File: config.mk
export PLATFORM = sky130hd
export DESIGN_NAME = lin_frame_seq
export DESIGN_NICKNAME = d
export VERILOG_FILES = /design/src/rtl/lin_seq_pkg.sv /design/src/rtl/lin_csum_add.sv /design/src/rtl/lin_id_check.sv /design/src/rtl/lin_frame_seq.sv
export SDC_FILE = /design/constraint.sdc
export NUM_CORES = 1
export LEC_CHECK = 0
export BUFFER_PORTS_ARGS = -buffer_cell sky130_fd_sc_hd__buf_4
export CORE_MARGIN = 4
export CORE_UTILIZATION = 54
export CTS_CLUSTER_SIZE = 10
export DETAILED_ROUTE_END_ITERATION = 8
export PLACE_DENSITY = 0.82
export SLEW_MARGIN = 20
export SYNTH_ARGS = -nofsm -noshare
export SYNTH_HDL_FRONTEND = slang
export SYNTH_SLANG_ARGS = --single-unit
export TNS_END_PERCENT = 5
File: constraint.sdc
create_clock -name clk -period 3.9 [get_ports clk]
set_clock_uncertainty 0.05 [all_clocks]
set_input_delay 0.78 -clock clk [delete_from_list [all_inputs] [get_ports clk]]
set_output_delay 0.78 -clock clk [all_outputs]
set_load 0.05 [all_outputs]
File: src/rtl/lin_seq_pkg.sv
package lin_seq_pkg;

    typedef struct packed {
        logic sleep;
        logic frdy;
        logic drdy;
        logic txd;
        logic rxd;
        logic idr;
        logic sync;
        logic brk;
    } lin_stat_t;

    typedef struct packed {
        logic wake;
        logic ufe;
        logic proto;
        logic frm;
        logic csum;
        logic rdbk;
        logic par;
    } lin_err_t;

    typedef struct packed {
        lin_stat_t  st;
        lin_err_t   err;
        logic [5:0] id;
        logic [3:0] len;
        logic [7:0] sum;
        logic [7:0] last;
        logic       txv;
        logic [7:0] txb;
        logic       arm;
        logic       ev;
    } seq_t;

    localparam logic [7:0] FRAME_OK = 8'h67;

endpackage

File: src/rtl/lin_csum_add.sv
module lin_csum_add #(
    parameter int W = 8
) (
    input  logic [W-1:0] acc_i,
    input  logic [W-1:0] data_i,
    output logic [W-1:0] sum_o
);
    logic [W:0] raw;

    always_comb begin
        raw   = {1'b0, acc_i} + {1'b0, data_i};
        sum_o = raw[W-1:0] + {{(W-1){1'b0}}, raw[W]};
    end
endmodule

File: src/rtl/lin_id_check.sv
module lin_id_check (
    input  logic [7:0] id_byte_i,
    output logic       ok_o,
    output logic [3:0] len_o
);
    logic p0, p1;

    always_comb begin
        p0 = id_byte_i[0] ^ id_byte_i[1] ^ id_byte_i[2] ^ id_byte_i[4];
        p1 = ~(id_byte_i[1] ^ id_byte_i[3] ^ id_byte_i[4] ^ id_byte_i[5]);
        ok_o = (id_byte_i[6] == p0) && (id_byte_i[7] == p1);
        unique case (id_byte_i[5:4])
            2'b10:   len_o = 4'd4;
            2'b11:   len_o = 4'd8;
            default: len_o = 4'd2;
        endcase
    end
endmodule

File: src/rtl/lin_frame_seq.sv
module lin_frame_seq
    import lin_seq_pkg::*;
#(
    parameter int NBYTES = 8
) (
    input  logic                  clk,
    input  logic                  rst_n,
    input  logic                  rx_valid_i,
    input  logic [7:0]            rx_data_i,
    input  logic                  rx_break_i,
    input  logic                  rx_ferr_i,
    input  logic                  sync_done_i,
    input  logic                  sleep_i,
    input  logic                  publish_i,
    input  logic [8*NBYTES-1:0]   pub_data_i,
    output logic                  tx_valid_o,
    output logic [7:0]            tx_data_o,
    output logic                  sync_arm_o,
    output logic                  event_o,
    output logic [7:0]            status_o,
    output logic [6:0]            error_o,
    output logic [5:0]            frame_id_o,
    output logic [3:0]            frame_len_o,
    output logic [8*NBYTES-1:0]   rx_buf_o
);
    localparam int LW = (NBYTES > 1) ? $clog2(NBYTES) : 1;

    seq_t                   q, n;
    logic [NBYTES-1:0][7:0] buf_q, buf_d;
    logic [LW-1:0]          left_q, left_d;
    logic [LW-1:0]          first_idx, next_idx;
    logic [7:0]             sum_add;
    logic                   id_ok;
    logic [3:0]             id_len;
    logic                   brk_ev;

    lin_csum_add #(.W(8)) i_csum (
        .acc_i  (q.sum),
        .data_i (rx_data_i),
        .sum_o  (sum_add)
    );

    lin_id_check i_idchk (
        .id_byte_i (rx_data_i),
        .ok_o      (id_ok),
        .len_o     (id_len)
    );

    always_comb begin
        first_idx = LW'(id_len - 4'd1);
        next_idx  = LW'(left_q - 1'b1);
    end

    always_comb begin
        n      = q;
        buf_d  = buf_q;
        left_d = left_q;
        n.txv  = 1'b0;
        n.arm  = 1'b0;
        brk_ev = 1'b0;
        if (rx_valid_i) begin
            if (q.st.sleep) begin
                if (rx_data_i[6:0] == 7'd0) begin
                    n.err.wake = 1'b1;
                    n.st       = '0;
                end
            end else if (rx_break_i) begin
                n.st     = '0;
                n.st.brk = 1'b1;
                n.arm    = 1'b1;
                brk_ev   = 1'b1;
            end else if (rx_ferr_i) begin
                n.err.ufe = 1'b1;
                n.st      = '0;
            end else if (!q.st.brk || !q.st.sync) begin
                n.err.proto = 1'b1;
                n.st        = '0;
            end else if (!q.st.idr) begin
                if (!id_ok) begin
                    n.err.par = 1'b1;
                    n.st      = '0;
                end else begin
                    n.st.idr = 1'b1;
                    n.id     = rx_data_i[5:0];
                    n.len    = id_len;
                    n.sum    = '0;
                    left_d   = first_idx;
                    if (publish_i) begin
                        buf_d    = pub_data_i;
                        n.st.txd = 1'b1;
                        n.txv    = 1'b1;
                        n.txb    = pub_data_i[8*first_idx +: 8];
                        n.last   = pub_data_i[8*first_idx +: 8];
                    end else begin
                        buf_d = '0;
                    end
                end
            end else if (!q.st.drdy) begin
                if (!q.st.txd) n.st.rxd = 1'b1;
                buf_d[left_q] = rx_data_i;
                n.sum         = sum_add;
                left_d        = next_idx;
                if (left_q == '0) n.st.drdy = 1'b1;
                if (q.st.txd) begin
                    if (rx_data_i != q.last) begin
                        n.err.rdbk = 1'b1;
                        n.st       = '0;
                    end else if (left_q == '0) begin
                        n.txv  = 1'b1;
                        n.txb  = ~sum_add;
                        n.last = ~sum_add;
                    end else begin
                        n.txv  = 1'b1;
                        n.txb  = buf_q[next_idx];
                        n.last = buf_q[next_idx];
                    end
                end
            end else if (!q.st.frdy) begin
                if (q.st.txd && (rx_data_i != q.last)) begin
                    n.err.rdbk = 1'b1;
                    n.st       = '0;
                end else if (8'(rx_data_i + q.sum) == 8'hFF) begin
                    n.st = lin_stat_t'(FRAME_OK);
                end else begin
                    n.err.csum = 1'b1;
                    n.st       = '0;
                end
            end else begin
                n.err.frm = 1'b1;
                n.st      = '0;
            end
        end else if (sleep_i) begin
            n.st       = '0;
            n.st.sleep = 1'b1;
        end else if (sync_done_i && q.st.brk && !q.st.sync && !q.st.idr) begin
            n.st.sync = 1'b1;
        end
        n.ev = brk_ev || (n.st != q.st) || (|(n.err & ~q.err));
    end

    always_ff @(posedge clk or negedge rst_n) begin
        if (!rst_n) begin
            q      <= '0;
            buf_q  <= '0;
            left_q <= '0;
        end else begin
            q      <= n;
            buf_q  <= buf_d;
            left_q <= left_d;
        end
    end

    assign tx_valid_o  = q.txv;
    assign tx_data_o   = q.txb;
    assign sync_arm_o  = q.arm;
    assign event_o     = q.ev;
    assign status_o    = q.st;
    assign error_o     = q.err;
    assign frame_id_o  = q.id;
    assign frame_len_o = q.len;

    for (genvar g = 0; g < NBYTES; g++) begin : g_lane
        assign rx_buf_o[8*g +: 8] = buf_q[g];
    end

    a_r2_break_restarts: assert property (@(posedge clk) disable iff (!rst_n)
        (rx_valid_i && !status_o[7] && rx_break_i) |=> (status_o == 8'h01 && sync_arm_o && event_o));

    a_r4_uart_ferr: assert property (@(posedge clk) disable iff (!rst_n)
        (rx_valid_i && !status_o[7] && !rx_break_i && rx_ferr_i) |=> (error_o[5] && status_o == 8'h00));

    a_r7_rx_tx_exclusive: assert property (@(posedge clk) disable iff (!rst_n)
        !(status_o[3] && status_o[4]));

    a_r8_frame_implies_data: assert property (@(posedge clk) disable iff (!rst_n)
        status_o[6] |-> status_o[5]);

    a_r10_tx_when_publishing: assert property (@(posedge clk) disable iff (!rst_n)
        tx_valid_o |-> status_o[4]);

    a_r11_sleep_ignores: assert property (@(posedge clk) disable iff (!rst_n)
        (rx_valid_i && status_o[7] && rx_data_i[6:0] != 7'd0) |=>
        ($stable(status_o) && $stable(error_o) && !event_o));

    a_r12_event_on_change: assert property (@(posedge clk) disable iff (!rst_n)
        (status_o != $past(status_o)) |-> event_o);

    a_r12_errors_sticky: assert property (@(posedge clk) disable iff (!rst_n)
        ((error_o & $past(error_o)) == $past(error_o)));

endmodule

**After elaboration in Yosys (flattened, before gate mapping)**

Index checks and enable logic that the tools add are counted.

- Reductions and logical operators: 20
- Mux-type cells: 68
- Bitwise logic cells: 15
- Eq/ne operators: 10
- Shift operators: 1
- Add/subtract/negate cells: 5
- Magnitude comparators: 3

Operator list:

| cell | number |
|---|---|
| 2-to-1 mux 64 bit | 4 |
| 2-to-1 mux 8 bit | 11 |
| 2-to-1 mux 17 bit | 4 |
| bitwise mux 64 bit | 1 |
| variable part select 64 x 7 -> 8 bit | 1 |
| 2-to-1 mux 25 bit | 2 |
| 2-to-1 mux 43 bit | 1 |
| 2-to-1 mux 42 bit | 1 |
| 2-to-1 mux 41 bit | 1 |
| 2-to-1 mux 40 bit | 1 |
| 2-to-1 mux 39 bit | 1 |
| 2-to-1 mux 35 bit | 1 |
| binary-select mux 8 bit (select 3 bit) | 1 |
| demux 8 bit (select 3 bit) | 1 |
| 2-to-1 mux 1 bit | 23 |
| 2-to-1 mux 7 bit | 3 |
| != test 8 bit | 2 |
| AND reduction 7 bit | 2 |
| 2-to-1 mux 3 bit | 4 |
| 2-to-1 mux 11 bit | 1 |
| AND reduction 10 bit | 1 |
| adder 8 x 8 -> 9 bit | 1 |
| 2-to-1 mux 9 bit | 1 |
| adder 8 x 1 -> 8 bit | 1 |
| other kinds (24) | 52 |

- Logic and storage cells: 154
- Output and inout port bits: 100
- Register bits: 119

**Longest topological paths before layout**

- Depth after elaboration: 16
- Gate-level depth with buffers: 17
- Depth with buffers taken out: 17

**Cells and area by module**

A second synthesis with hierarchy kept.

- Cell total of the unflattened synthesis: 907
- Area total of the unflattened synthesis: 8084.0 µm²

Modules (own cells, without submodules):

| module | cells an instance | instances | area an instance (µm²) |
|---|---|---|---|
| lin_frame_seq | 839 | 1 | 7458.4 |
| lin_csum_add | 57 | 1 | 523.0 |
| lin_id_check | 11 | 1 | 102.6 |

**Worst setup path after synthesis**

Ideal clock, no wire load.

- Kind: input port to flip-flop
- Start: in rx_data_i[0]
- End: reg q (netlist bit event_o)
- Setup time: 124 ps
- Slack: 210 ps
- Arrival: 3516 ps
- Stages on the path: 10
- Required time: 3726 ps
- Cell sequence: ha_1 -> fa_1 -> a211oi_1 -> o21ai_0 -> nand3_1 -> or3b_1 -> nor4b_4 -> mux2_1 -> a311o_1 -> a211o_1

RTL lines:

| element | RTL line | source |
|---|---|---|
| from (decl) | lin_frame_seq.sv:9 | `input logic [7:0] rx_data_i,` |
| to (signal assigned) | lin_frame_seq.sv:147 | `q <= n;` |
| to (decl) | lin_frame_seq.sv:28 | `seq_t q, n;` |

==> results.txt <==
----------------------------------------------------
[Global routing]
  Global-route wire length before repair ... 37200 um
  Number of global-route vias before repair ... 6665
  Total track usage ... 32.6%
  Largest net degree at the start of global routing ... 67
  Number of antenna violations at the first check in global routing ... 0
  Total grt overflow ... 0

[Detailed routing]
  Remaining DRCs ... 0
  Pre-antenna DRT Iters ... 6
  Antenna-violating nets left ... 0
  Via density per instance ... 6.38
  Initial DRC Count ... 834
  Routed vias ... 7238
  Average wire per cell in the routed design ... 21.2 um
  Detailed-route wire length ... 24100 um

[Placement]
  Estimated wirelength of the detail-placed design ... 17400 um
  Weighted congestion reported at the end of routability-driven placement ... 0.968
  I/O Buffers ... 178
  Worst slack at placement ... -0.0778 ns
  Cell area after placement ... 8500 sq um

[Critical path]
  Cell count of the worst reg-to-reg path ... 10
  Worst setup path endpoint ... event_o$_DFF_PN0_
  Worst setup startpoint ... rx_data_i[0]
  Maximum single-stage delay on the critical path ... 0.43 ns
  Number of buffers and inverters on the critical path ... 1
  Worst Setup End Kind ... register
  Crit-path max FO ... 3
  Reg-to-Reg Start ... q[19]$_DFFE_PN0P_
  Crit path required time ... 4.09 ns
  Data arrival, critical path ... 3.86 ns
  Setup slack, reg-to-reg ... 0.39 ns
  Number of stages on the worst setup path ... 11
  CP startpoint kind ... input pin
  Critical-path cell with the highest stage delay ... fa_1
  Cell Chain, Critical Path ... buf_4, ha_1, fa_1, a211oi_1, o21ai_0, nand3_1, or3b_1, nor4b_4, mux2_1, a311o_1, a211o_1
  Critical path start-end classification ... in -> reg
  Crit-path leading delay family ... compound AO/OA/AOI/OAI gates
  Terminus of the critical flop-to-flop path ... event_o$_DFF_PN0_

[Synth]
  Post-synthesis sequential element count ... 110
  Distinct cell type count of the synthesized netlist ... 77
  Synth area leaders ... dfrtp_1 (39%), o21ai_0 (6.4%), nand2_1 (5.7%)
  Number of enable-type register cells in the synthesized netlist ... 0
  Number of warnings reported in the yosys synthesis log ... 0
  Post-Synthesis Mean Instance Area ... 8.76 sq um
  Post-synthesis cell count ... 799
  Most frequently used flop master after synthesis ... dfrtp_1
  Area of the mapped netlist ... 7000 sq um
  Share of synthesized registers carrying an async set or reset ... 100%
  Post-synthesis net count ... 893
  Cell accounting for the most synthesized area ... dfrtp_1
  Area fraction of the dominant cell type after synthesis ... 39.3%
  Share of the yosys chip area belonging to registers ... 39.3%

[Timing]
  Number of pins with negative max-slew slack in the final report ... 0
  Slew Limit Headroom ... 26.2%
  Tightest Pin Transition ... 1.10 ns
  Final critical-path required period ... 3.68 ns
  Sum of negative setup slack ... 0 ns
  Final-layout worst hold slack ... 0.423 ns
  Number of hold violations in the final report ... 0
  Unrepaired setup endpoints after global routing ... no
  Final setup violation count ... 0
  Setup WS post-layout ... 0.224 ns
  Final worst-path cycle share ... 94.3%
  Highest attainable clock frequency ... 272 MHz

[CTS]
  CTS H-Tree Depth ... 3
  Setup Fix Bufs, Post-CTS ... 0
  Clk sink count ... 110
  Clock tree from TritonCTS ... yes
  Buffer type at the clock tree root ... clkbuf_16
  Total CTS buffers ... 9
  Clock latency on the worst-skew pair ... 0.36 ns
  CTS Hold Bufs ... 0
  Buffer levels on the longest clock path ... 2
  Clock Pin Slew Worst Setup and Hold Paths ... 0.07 ns
  Count of cells resized by post-cts repair ... 0

[Cells and area]
  Final-stage net count ... 1052
  Diodes inserted ... 0
  Leading cell type in the layout, fill and taps excluded ... buf_4
  Final Util ... 69.3%
  Area Growth Syn to Fin ... 25.6%
  Fillers ... 1033
  Top library cells by usage in the layout, fill and taps aside ... buf_4 (200), dfrtp_1 (110), nand2_1 (107), nor2_1 (93), o21ai_0 (90)
  Layout cell share with drive strength beyond 1 ... 26.8%
  Final design instance area without fill ... 8790 sq um

[Power and ir drop]
  Power Density ... 273 nW/um^2
  Leakage ... 4.00 nW
  Worst vdd ir ... 0.190 mV

[Floorplanning]
  Width of the chip ... 122 um
  Die ar. ... 14800 sq um
  I/O pin count ... 180
  Starting utilization of the core area ... 55.2%
  Row count ... 41
  Die Height ... 122 um
  Core area ... 12700 sq um

[Worst hold path]
  Class of the most critical hold timing path ... reg -> reg

[Status]
  Status ... finished clean

[Flow run]
  Max-cap violations ... 0

----------------------------------------------------
-- per-layer routing --
| metal | wire length [um] | vias up | GRT usage [%] |
|---|---|---|---|
| met5 | 0 | - | 0 |
| met3 | 2790 | 72 | 5.94 |
| met1 | 9270 | 3443 | 45.2 |
| met4 | 909 | 0 | 12.4 |
| met2 | 11100 | 511 | 51.2 |
| li1 | - | 3212 | - |
-- power by group --
part	leakage [nW]	switching [W]	internal, W	total, W
combinational	2.34	0.000204	0.000137	0.000340
clock	0.129	0.000445	0.000457	0.000902
sequential	1.53	0.00000838	0.00115	0.00116
total	4.00	0.000657	0.00174	0.00240
-- layout make-up --
type	instances	area (sq um)	area share, %
tap	172	215	2.45
multi-input combinational	623	3970	45.1
timing repair buffer	201	1520	17.3
sequential	110	2750	31.3
clock inverter	5	40.0	0.456
clock buffer	11	243	2.76
inverter	13	48.8	0.555
-- synth_stat cells (all sizes together), types with 4 or more instances --
master	count
or2	5
nand2	107
dfrtp	110
a21oi	79
a21o	8
a31oi	4
a211oi	14
o21ai	93
mux4	16
a32oi	18
buf	20
nor3	8
nor2b	11
o21bai	5
o21a	6
xnor2	8
clkbuf	33
and3	4
nand3	15
xor2	13
a22o	4
inv	10
o221ai	4
mux2i	18
mux2	9
ha	13
nor2	94
nor3b	6
o2111ai	4
nand2b	8
-- state kept, by name, summed over array words and instances, names as in the netlist --
register,cells
error_o,7
event_o,1
frame_id_o,6
frame_len_o,3
left_q,3
q,16
rx_buf_o,64
status_o,8
sync_arm_o,1
tx_valid_o,1
-- cell families after synthesis --
logic type	share of synthesized area [%]
simple gates	18.3
fa+ha+maj	2.61
compound gates	23.8
mux	9.18
xor+xnor	2.63
buf+inv	4.06
other cells	0.0536
flops	39.3
-- worst min path at each step --
stage	from	end	slack (ns)	cells past startpoint
floorplan	q[21]$_DFFE_PN0P_	q[21]$_DFFE_PN0P_	0.40	2
global placement	error_o[6]$_DFF_PN0_	error_o[6]$_DFF_PN0_	0.41	1
detailed placement	error_o[6]$_DFF_PN0_	error_o[6]$_DFF_PN0_	0.41	1
CTS	error_o[6]$_DFF_PN0_	error_o[6]$_DFF_PN0_	0.43	1
global route	error_o[6]$_DFF_PN0_	error_o[6]$_DFF_PN0_	0.44	1
finish	error_o[6]$_DFF_PN0_	error_o[6]$_DFF_PN0_	0.42	1
-- worst register-to-register path, cell delays in order, from the launching register on --
cell	delay, ns
dfrtp_1	0.38
ha_1	0.22
fa_1	0.43
a211oi_1	0.37
o21ai_0	0.15
nand3_1	0.10
or3b_1	0.41
nor4b_4	0.25
mux2_1	0.37
a311o_1	0.37
a211o_1	0.29
-- through the flow --
step	power (W)	cells
after floorplan	0.00135	799
after global placement	0.00151	1119
after detailed placement	0.00151	1119
after CTS	0.00240	1135
after global routing	0.00247	1135
final	0.00240	1135
(Power assumes the default switching activity.)
